==> src/rtl/edo_ctrl_pkg.sv <==
package edo_ctrl_pkg;

  // Sequencer states. Strobe levels are decoded from these.
  typedef enum logic [3:0] {
    ST_IDLE,    // no row open, RAS high
    ST_ACT,     // row address out, RAS low, wait RAS-to-CAS
    ST_CSET,    // page hit: column address setup, CAS high
    ST_COL,     // column strobes low
    ST_OPEN,    // row held open, CAS high
    ST_PRE,     // RAS high precharge
    ST_RF_CAS,  // refresh: CAS low ahead of RAS
    ST_RF_RAS,  // refresh: RAS and CAS low
    ST_RF_PRE   // refresh: all strobes high
  } seq_state_t;

endpackage

==> src/rtl/edo_refresh_timer.sv <==
module edo_refresh_timer #(
  parameter int INTERVAL = 1562
) (
  input  logic clk,
  input  logic rst_n,
  input  logic ref_ack,
  output logic ref_pend
);
  localparam int CNT_W = (INTERVAL > 2) ? $clog2(INTERVAL) : 1;
  localparam logic [CNT_W-1:0] LAST = CNT_W'(INTERVAL - 1);

  logic [CNT_W-1:0] tick_cnt;

  always_ff @(posedge clk) begin
    if (!rst_n) begin
      tick_cnt <= '0;
      ref_pend <= 1'b0;
    end else begin
      if (tick_cnt == LAST) tick_cnt <= '0;
      else                  tick_cnt <= tick_cnt + 1'b1;
      if (tick_cnt == LAST) ref_pend <= 1'b1;
      else if (ref_ack)     ref_pend <= 1'b0;
    end
  end


  ref_hold_chk: assert property (@(posedge clk) disable iff (!rst_n)
    (ref_pend && !ref_ack) |=> ref_pend);

endmodule

==> src/rtl/edo_read_path.sv <==
module edo_read_path #(
  parameter int DATA_W = 16,
  parameter int BE_W   = 2
) (
  input  logic              clk,
  input  logic              rst_n,
  input  logic              cap_en,
  input  logic [BE_W-1:0]   cap_be,
  input  logic [DATA_W-1:0] dq_in,
  input  logic              rsp_ready,
  output logic              rsp_valid,
  output logic [DATA_W-1:0] rsp_rdata
);
  localparam int LANE_W = DATA_W / BE_W;

  logic [DATA_W-1:0] lane_data;

  for (genvar g = 0; g < BE_W; g++) begin : g_lane
    assign lane_data[g*LANE_W +: LANE_W] = cap_be[g] ? dq_in[g*LANE_W +: LANE_W] : '0;
  end

  always_ff @(posedge clk) begin
    if (!rst_n) begin
      rsp_valid <= 1'b0;
      rsp_rdata <= '0;
    end else if (cap_en) begin
      rsp_valid <= 1'b1;
      rsp_rdata <= lane_data;
    end else if (rsp_valid && rsp_ready) begin
      rsp_valid <= 1'b0;
    end
  end


  rsp_hold_chk: assert property (@(posedge clk) disable iff (!rst_n)
    (rsp_valid && !rsp_ready) |=> (rsp_valid && $stable(rsp_rdata)));

endmodule

==> src/rtl/edo_seq.sv <==
module edo_seq
  import edo_ctrl_pkg::*;
#(
  parameter int ROW_W     = 10,
  parameter int COL_W     = 10,
  parameter int DATA_W    = 16,
  parameter int T_RCD     = 2,
  parameter int T_CAS     = 3,
  parameter int T_RP      = 3,
  parameter int T_CSR     = 1,
  parameter int T_RAS_REF = 4,
  parameter int CAP_DLY   = 1
) (
  input  logic                   clk,
  input  logic                   rst_n,
  input  logic                   req_valid,
  output logic                   req_ready,
  input  logic                   req_write,
  input  logic [ROW_W+COL_W-1:0] req_addr,
  input  logic [1:0]             req_be,
  input  logic [DATA_W-1:0]      req_wdata,
  input  logic                   rsp_busy,
  input  logic                   ref_pend,
  output logic                   ref_ack,
  output logic                   cap_en,
  output logic [1:0]             cap_be,
  output logic [ROW_W-1:0]       mem_addr,
  output logic                   mem_ras_n,
  output logic                   mem_cas_lo_n,
  output logic                   mem_cas_hi_n,
  output logic                   mem_we_n,
  output logic                   mem_oe_n,
  output logic [DATA_W-1:0]      mem_dq_out,
  output logic                   mem_dq_oe
);
  localparam int ADDR_W = ROW_W + COL_W;
  localparam int CNT_W  = $clog2(T_RCD + T_CAS + T_RP + T_CSR + T_RAS_REF + 2);
  localparam logic [CNT_W-1:0] L_RCD = CNT_W'(T_RCD - 1);
  localparam logic [CNT_W-1:0] L_CAS = CNT_W'(T_CAS - 1);
  localparam logic [CNT_W-1:0] L_RP  = CNT_W'(T_RP - 1);
  localparam logic [CNT_W-1:0] L_CSR = CNT_W'(T_CSR - 1);
  localparam logic [CNT_W-1:0] L_REF = CNT_W'(T_RAS_REF - 1);
  localparam logic [CNT_W-1:0] L_CAP = CNT_W'(CAP_DLY);

  seq_state_t state, nxt;
  logic [CNT_W-1:0]  cnt;
  logic              q_wr;
  logic [ROW_W-1:0]  q_row, open_row;
  logic [COL_W-1:0]  q_col;
  logic [1:0]        q_be;
  logic [DATA_W-1:0] q_wd;
  logic              pre_to_act;
  logic              accept, hit, done;

  assign req_ready = ((state == ST_IDLE) || (state == ST_OPEN)) && !ref_pend && !rsp_busy;
  assign accept    = req_valid && req_ready;
  assign hit       = (req_addr[ADDR_W-1:COL_W] == open_row);

  always_comb begin
    unique case (state)
      ST_ACT:    done = (cnt == L_RCD);
      ST_COL:    done = (cnt == L_CAS);
      ST_PRE:    done = (cnt == L_RP);
      ST_RF_CAS: done = (cnt == L_CSR);
      ST_RF_RAS: done = (cnt == L_REF);
      ST_RF_PRE: done = (cnt == L_RP);
      default:   done = 1'b1;
    endcase
  end

  always_comb begin
    nxt = state;
    unique case (state)
      ST_IDLE: begin
        if (ref_pend)    nxt = ST_RF_CAS;
        else if (accept) nxt = ST_ACT;
      end
      ST_ACT:  if (done) nxt = ST_COL;
      ST_CSET: nxt = ST_COL;
      ST_COL:  if (done) nxt = ST_OPEN;
      ST_OPEN: begin
        if (ref_pend)    nxt = ST_PRE;
        else if (accept) nxt = hit ? ST_CSET : ST_PRE;
      end
      ST_PRE:    if (done) nxt = pre_to_act ? ST_ACT : ST_RF_CAS;
      ST_RF_CAS: if (done) nxt = ST_RF_RAS;
      ST_RF_RAS: if (done) nxt = ST_RF_PRE;
      ST_RF_PRE: if (done) nxt = ST_IDLE;
      default:   nxt = ST_IDLE;
    endcase
  end

  always_ff @(posedge clk) begin
    if (!rst_n) begin
      state      <= ST_IDLE;
      cnt        <= '0;
      q_wr       <= 1'b0;
      q_row      <= '0;
      q_col      <= '0;
      q_be       <= '0;
      q_wd       <= '0;
      open_row   <= '0;
      pre_to_act <= 1'b0;
    end else begin
      state <= nxt;
      cnt   <= (nxt != state) ? '0 : cnt + 1'b1;
      if (accept) begin
        q_wr  <= req_write;
        q_row <= req_addr[ADDR_W-1:COL_W];
        q_col <= req_addr[COL_W-1:0];
        q_be  <= req_be;
        q_wd  <= req_wdata;
      end
      if (state == ST_OPEN) begin
        if (ref_pend)              pre_to_act <= 1'b0;
        else if (accept && !hit)   pre_to_act <= 1'b1;
      end
      if ((state == ST_COL) && done) open_row <= q_row;
    end
  end

  // Strobe and pin decode
  logic in_col, in_ref_cas, row_low, wr_phase;
  assign in_col     = (state == ST_COL);
  assign in_ref_cas = (state == ST_RF_CAS) || (state == ST_RF_RAS);
  assign row_low    = (state == ST_ACT) || (state == ST_CSET) || in_col ||
                      (state == ST_OPEN) || (state == ST_RF_RAS);
  assign wr_phase   = q_wr && ((state == ST_ACT) || (state == ST_CSET) || in_col);

  assign mem_ras_n    = !row_low;
  assign mem_cas_lo_n = !((in_col && q_be[0]) || in_ref_cas);
  assign mem_cas_hi_n = !((in_col && q_be[1]) || in_ref_cas);
  assign mem_we_n     = !wr_phase;
  assign mem_oe_n     = !(in_col && !q_wr);
  assign mem_dq_oe    = wr_phase;
  assign mem_dq_out   = q_wd;

  always_comb begin
    if (state == ST_ACT)                          mem_addr = q_row;
    else if ((state == ST_CSET) || in_col)        mem_addr = ROW_W'(q_col);
    else                                          mem_addr = '0;
  end

  assign ref_ack = (state == ST_RF_CAS) && (cnt == '0);
  assign cap_en  = in_col && !q_wr && (cnt == L_CAP);
  assign cap_be  = q_be;


  cbr_order_chk: assert property (@(posedge clk) disable iff (!rst_n)
    ($fell(mem_ras_n) && !mem_cas_lo_n) |-> $past(!mem_cas_lo_n));


  early_we_chk: assert property (@(posedge clk) disable iff (!rst_n)
    (($fell(mem_cas_lo_n) || $fell(mem_cas_hi_n)) && !mem_we_n) |-> $past(!mem_we_n));


  wr_oe_chk: assert property (@(posedge clk) disable iff (!rst_n)
    !mem_we_n |-> mem_oe_n);


  lane_ras_chk: assert property (@(posedge clk) disable iff (!rst_n)
    (mem_cas_lo_n != mem_cas_hi_n) |-> !mem_ras_n);


  ready_cas_chk: assert property (@(posedge clk) disable iff (!rst_n)
    req_ready |-> (mem_cas_lo_n && mem_cas_hi_n));

endmodule

==> src/rtl/edo_ctrl.sv <==
module edo_ctrl #(
  parameter int ROW_W        = 10,
  parameter int COL_W        = 10,
  parameter int DATA_W       = 16,
  parameter int T_RCD        = 2,
  parameter int T_CAS        = 3,
  parameter int T_RP         = 3,
  parameter int T_CSR        = 1,
  parameter int T_RAS_REF    = 4,
  parameter int CAP_DLY      = 1,
  parameter int REF_INTERVAL = 1562
) (
  input  logic                   clk,
  input  logic                   rst_n,
  input  logic                   req_valid,
  output logic                   req_ready,
  input  logic                   req_write,
  input  logic [ROW_W+COL_W-1:0] req_addr,
  input  logic [1:0]             req_be,
  input  logic [DATA_W-1:0]      req_wdata,
  output logic                   rsp_valid,
  input  logic                   rsp_ready,
  output logic [DATA_W-1:0]      rsp_rdata,
  output logic [ROW_W-1:0]       mem_addr,
  output logic                   mem_ras_n,
  output logic                   mem_cas_lo_n,
  output logic                   mem_cas_hi_n,
  output logic                   mem_we_n,
  output logic                   mem_oe_n,
  output logic [DATA_W-1:0]      mem_dq_out,
  output logic                   mem_dq_oe,
  input  logic [DATA_W-1:0]      mem_dq_in
);
  localparam int BE_W = 2;

  logic          ref_pend, ref_ack, cap_en;
  logic [BE_W-1:0] cap_be;

  edo_refresh_timer #(.INTERVAL(REF_INTERVAL)) u_timer (
    .clk(clk), .rst_n(rst_n), .ref_ack(ref_ack), .ref_pend(ref_pend)
  );

  edo_seq #(
    .ROW_W(ROW_W), .COL_W(COL_W), .DATA_W(DATA_W), .T_RCD(T_RCD), .T_CAS(T_CAS),
    .T_RP(T_RP), .T_CSR(T_CSR), .T_RAS_REF(T_RAS_REF), .CAP_DLY(CAP_DLY)
  ) u_seq (
    .clk(clk), .rst_n(rst_n),
    .req_valid(req_valid), .req_ready(req_ready), .req_write(req_write),
    .req_addr(req_addr), .req_be(req_be), .req_wdata(req_wdata),
    .rsp_busy(rsp_valid), .ref_pend(ref_pend), .ref_ack(ref_ack),
    .cap_en(cap_en), .cap_be(cap_be),
    .mem_addr(mem_addr), .mem_ras_n(mem_ras_n),
    .mem_cas_lo_n(mem_cas_lo_n), .mem_cas_hi_n(mem_cas_hi_n),
    .mem_we_n(mem_we_n), .mem_oe_n(mem_oe_n),
    .mem_dq_out(mem_dq_out), .mem_dq_oe(mem_dq_oe)
  );

  edo_read_path #(.DATA_W(DATA_W), .BE_W(BE_W)) u_rd (
    .clk(clk), .rst_n(rst_n), .cap_en(cap_en), .cap_be(cap_be),
    .dq_in(mem_dq_in), .rsp_ready(rsp_ready),
    .rsp_valid(rsp_valid), .rsp_rdata(rsp_rdata)
  );

endmodule

==> config.mk <==
export PLATFORM = sky130hd
export DESIGN_NAME = edo_ctrl
export DESIGN_NICKNAME = d
export VERILOG_FILES = /design/src/rtl/edo_ctrl_pkg.sv /design/src/rtl/edo_refresh_timer.sv /design/src/rtl/edo_read_path.sv /design/src/rtl/edo_seq.sv /design/src/rtl/edo_ctrl.sv
export SDC_FILE = /design/constraint.sdc
export NUM_CORES = 1
export LEC_CHECK = 0
export ABC_AREA = 1
export ABC_CLOCK_PERIOD_IN_PS = 4600
export BUFFER_PORTS_ARGS = -buffer_cell sky130_fd_sc_hd__buf_2
export CAP_MARGIN = 5
export CELL_PAD_IN_SITES_DETAIL_PLACEMENT = 0
export CELL_PAD_IN_SITES_GLOBAL_PLACEMENT = 1
export CORE_ASPECT_RATIO = 0.9
export CORE_MARGIN = 3
export CORE_UTILIZATION = 40
export DETAILED_ROUTE_END_ITERATION = 6
export PLACE_DENSITY = 0.9
export SLEW_MARGIN = 20
export SYNTH_ARGS = -nofsm -noshare
export SYNTH_HDL_FRONTEND = slang
export SYNTH_HIERARCHICAL = 1
export SYNTH_SLANG_ARGS = --single-unit
export TNS_END_PERCENT = 10
==> constraint.sdc <==
create_clock -name clk -period 4.6 [get_ports clk]
set_clock_uncertainty 0.1 [all_clocks]
set_input_delay 0.69 -clock clk [delete_from_list [all_inputs] [get_ports clk]]
set_output_delay 0.69 -clock clk [all_outputs]
set_load 0.005 [all_outputs]
==> results_dict.tcl <==
set metrics [dict create \
    synth.largest_area_cell "dfxtp_1" \
    crit_arrival_ns 2.03 \
    synth_top_area_frac 0.418 \
    dr.first_iter.drc_count 212 \
    viasPerCell 4.98 \
    syn_nets 625 \
    required_ns 3.81 \
    cts.clk_slew.worst_paths_ns 0.07 \
    die_width_microns 114 \
    status "complete, no violations" \
    multi_input_area_sq_mm 0.00209 \
    r2r_slack_ns 1.86 \
    syn_area_sq_mm 0.00417 \
    n_fill_cell 945 \
    die_area_sq_mm 0.0117 \
    post_cts_resized 0 \
    finalCriticalPeriod_ns 2.82 \
    maxSlewViolCount 0 \
    vias 3927 \
    ys_ff_latch 87 \
    grt_pass1_wl_microns 17800 \
    hp-class "flop to flop" \
    synth.top_cells.by_area "dfxtp_1 42%, nor2_1 11%, nand2_1 6.7%, o21ai_0 6.1%, inv_1 3.5%" \
    cts_buffers 9 \
    cts_buffer_depth 2 \
    hold_viol_final 0 \
    cts_tree "done" \
    fin_cells 789 \
    post_drt_wl_per_cell_microns 13.7 \
    synth.yosys.seq_area_share 0.418 \
    nNetsFinal 722 \
    critPathMaxStageDelay_ns 0.79 \
    drive_above_1_share 0.303 \
    ys.flop_type "dfxtp_1" \
    register_area_sq_mm 0.00174 \
    yosys-top-cells-count "118 x nor2_1, 87 x dfxtp_1, 74 x nand2_1, 51 x o21ai_0, 39 x inv_1" \
    diodes 0 \
    cp_slowest_cell "dfxtp_1" \
    drcViolationCount 0 \
    area_delta_synth_final_pct 22.4 \
    post_cts.repair.setup_buffers 0 \
    yosys.cell_types.count 37 \
    r2r_cells 8 \
    finalWirelength_microns 10800 \
    cp_cell_sequence "nand2_1 -> inv_2 -> nand2_2 -> or2_2 -> buf_2" \
    cts_hold_buf 0 \
    synth_most_common_cell "nor2_1" \
    grt_max_degree 40 \
    power_mw 2.71 \
    h-tree-depth 3 \
    antenna_found_initial 0 \
    synth.avg_cell_area_sq_um 7.43 \
    maxCapViolations 0 \
    rows 34 \
    die_h_microns 103 \
    whs_path_depth 2 \
    placement.cell_area_sq_mm 0.00475 \
    finalSetupViolCount 0 \
    portBuffers 108 \
    grt_overflow_total 0 \
    cellPowerDensity_mw_per_mm2 531 \
    rsz0062_at_grt "no" \
    crit_fanout 17 \
    clockRootBuffer "clkbuf_16" \
    initial_core_util 0.421 \
    core-area_sq_mm 0.00991 \
    drt_pre_antenna_iters 4 \
    tightest_slew_ns 0.770 \
    ir_drop_v 0.000292 \
    place_congestion 0.875 \
    leakage_nw 2.30 \
    design_area_sq_mm 0.00510 \
    endpoint_kind "output port" \
    cts.sinks 87 \
    syn_inst 561 \
    grt_pass1_vias 3854 \
    dp_cells 773 \
    hpwlAfterDp_microns 8080 \
    top_level_ports 109 \
    maxSlewHeadroom 0.485 \
    synth-async-reset-ratio 0 \
    cp-start-kind "flop" \
    critPathKind "flop to output port" \
    synth_edf_count 0 \
    ant_nets 0 \
    fmax_mhz 354 \
    clkLatencyLatePin_ns 0.33 \
    fin_crit_sh 0.614 \
    fin_tns_setup_ns 0 \
    grt_use_total 0.186 \
    yosysWarningCount 6 \
]
[placed cells by master (no fill, tap or decap), drive strengths merged, types with 3 or more instances in the layout]
| master | netlist | final |
|---|---|---|
| dfxtp | 87 | 87 |
| o21ai | 53 | 53 |
| ha | 5 | 5 |
| nand3 | 33 | 33 |
| a21oi | 32 | 32 |
| nor3 | 6 | 6 |
| xnor2 | 7 | 7 |
| buf | 9 | 111 |
| xor2 | 6 | 6 |
| nand2 | 98 | 98 |
| bufinv | 0 | 3 |
| nor2 | 134 | 134 |
| inv | 51 | 52 |
| nand4 | 3 | 3 |
| clkbuf | 16 | 10 |
| a32o | 10 | 10 |
[through the flow]
stage                     hold WS [ns]  setup WS [ns]  utilization
after detailed placement         0.367           1.52        0.479
final                            0.374           1.78        0.515
after global placement           0.355           1.69        0.479
after CTS                        0.375           1.50        0.514
after floorplan                  0.344           2.64            -
after global routing             0.388           1.62        0.515
[critical path, delay by kind of cell, from the launching register on]
kind / cells / cell delay, ns
buffers and inverters: 2 / 0.28
DFF: 1 / 0.79
and+or+nand+nor: 3 / 0.63
[power by group]
part	leakage [nW]	total, mW	internal, mW	switching [mW]
clock network	0.165	0.842	0.536	0.306
registers	0.711	1.04	0.899	0.137
logic	1.43	0.832	0.311	0.521
[path summary, 6_finish.rpt]
check / startpoint / endpoint
worst min register to register: u_rd/rsp_rdata[0] / u_rd/rsp_rdata[0]
worst min-delay path: u_rd/rsp_rdata[0] / u_rd/rsp_rdata[0]
worst max register to register: u_seq/state[1] / u_rd/rsp_rdata[15]
worst max-delay path: u_seq/state[1] / mem_oe_n
[metal layers]
layer	routed length, microns	track usage
met5	0	0
met4	148	0.0564
met3	680	0.0546
met2	5280	0.313
met1	4710	0.233
[area by class of cell]
cell class / count / share of cell area
Multi-Input combinational cell: 397 / 0.410
Sequential cell: 87 / 0.341
Clock buffer: 10 / 0.0449
Timing Repair Buffer: 111 / 0.110
Tap cell: 126 / 0.0309
Clock inverter: 6 / 0.0231
Inverter: 52 / 0.0397
[flip-flops by register name, indices dropped and copies added, names as in the netlist]
register and cells:
u_seq/cnt 4, u_seq/cap_be 2, u_rd/rsp_rdata 16, u_timer/tick_cnt 11
u_seq/q_wr 1, u_seq/q_col 10, u_rd/rsp_valid 1, u_seq/mem_dq_out 16
u_seq/state 4, u_seq/open_row 10, u_timer/ref_pend 1, u_seq/pre_to_act 1
u_seq/q_row 10
[kinds of logic (layout without fill, tap and decap cells)]
family / count (synthesis) / count (layout) / synth area share
buffers and inverters: 77 / 179 / 0.0834
AO/OA/AOI/OAI: 101 / 101 / 0.152
AND/OR/NAND/NOR: 278 / 278 / 0.304
flip-flops: 87 / 87 / 0.418
XOR/XNOR: 13 / 13 / 0.0273
adder cells (fa/ha/maj): 5 / 5 / 0.0150
Power figures use the tool's default switching activity.
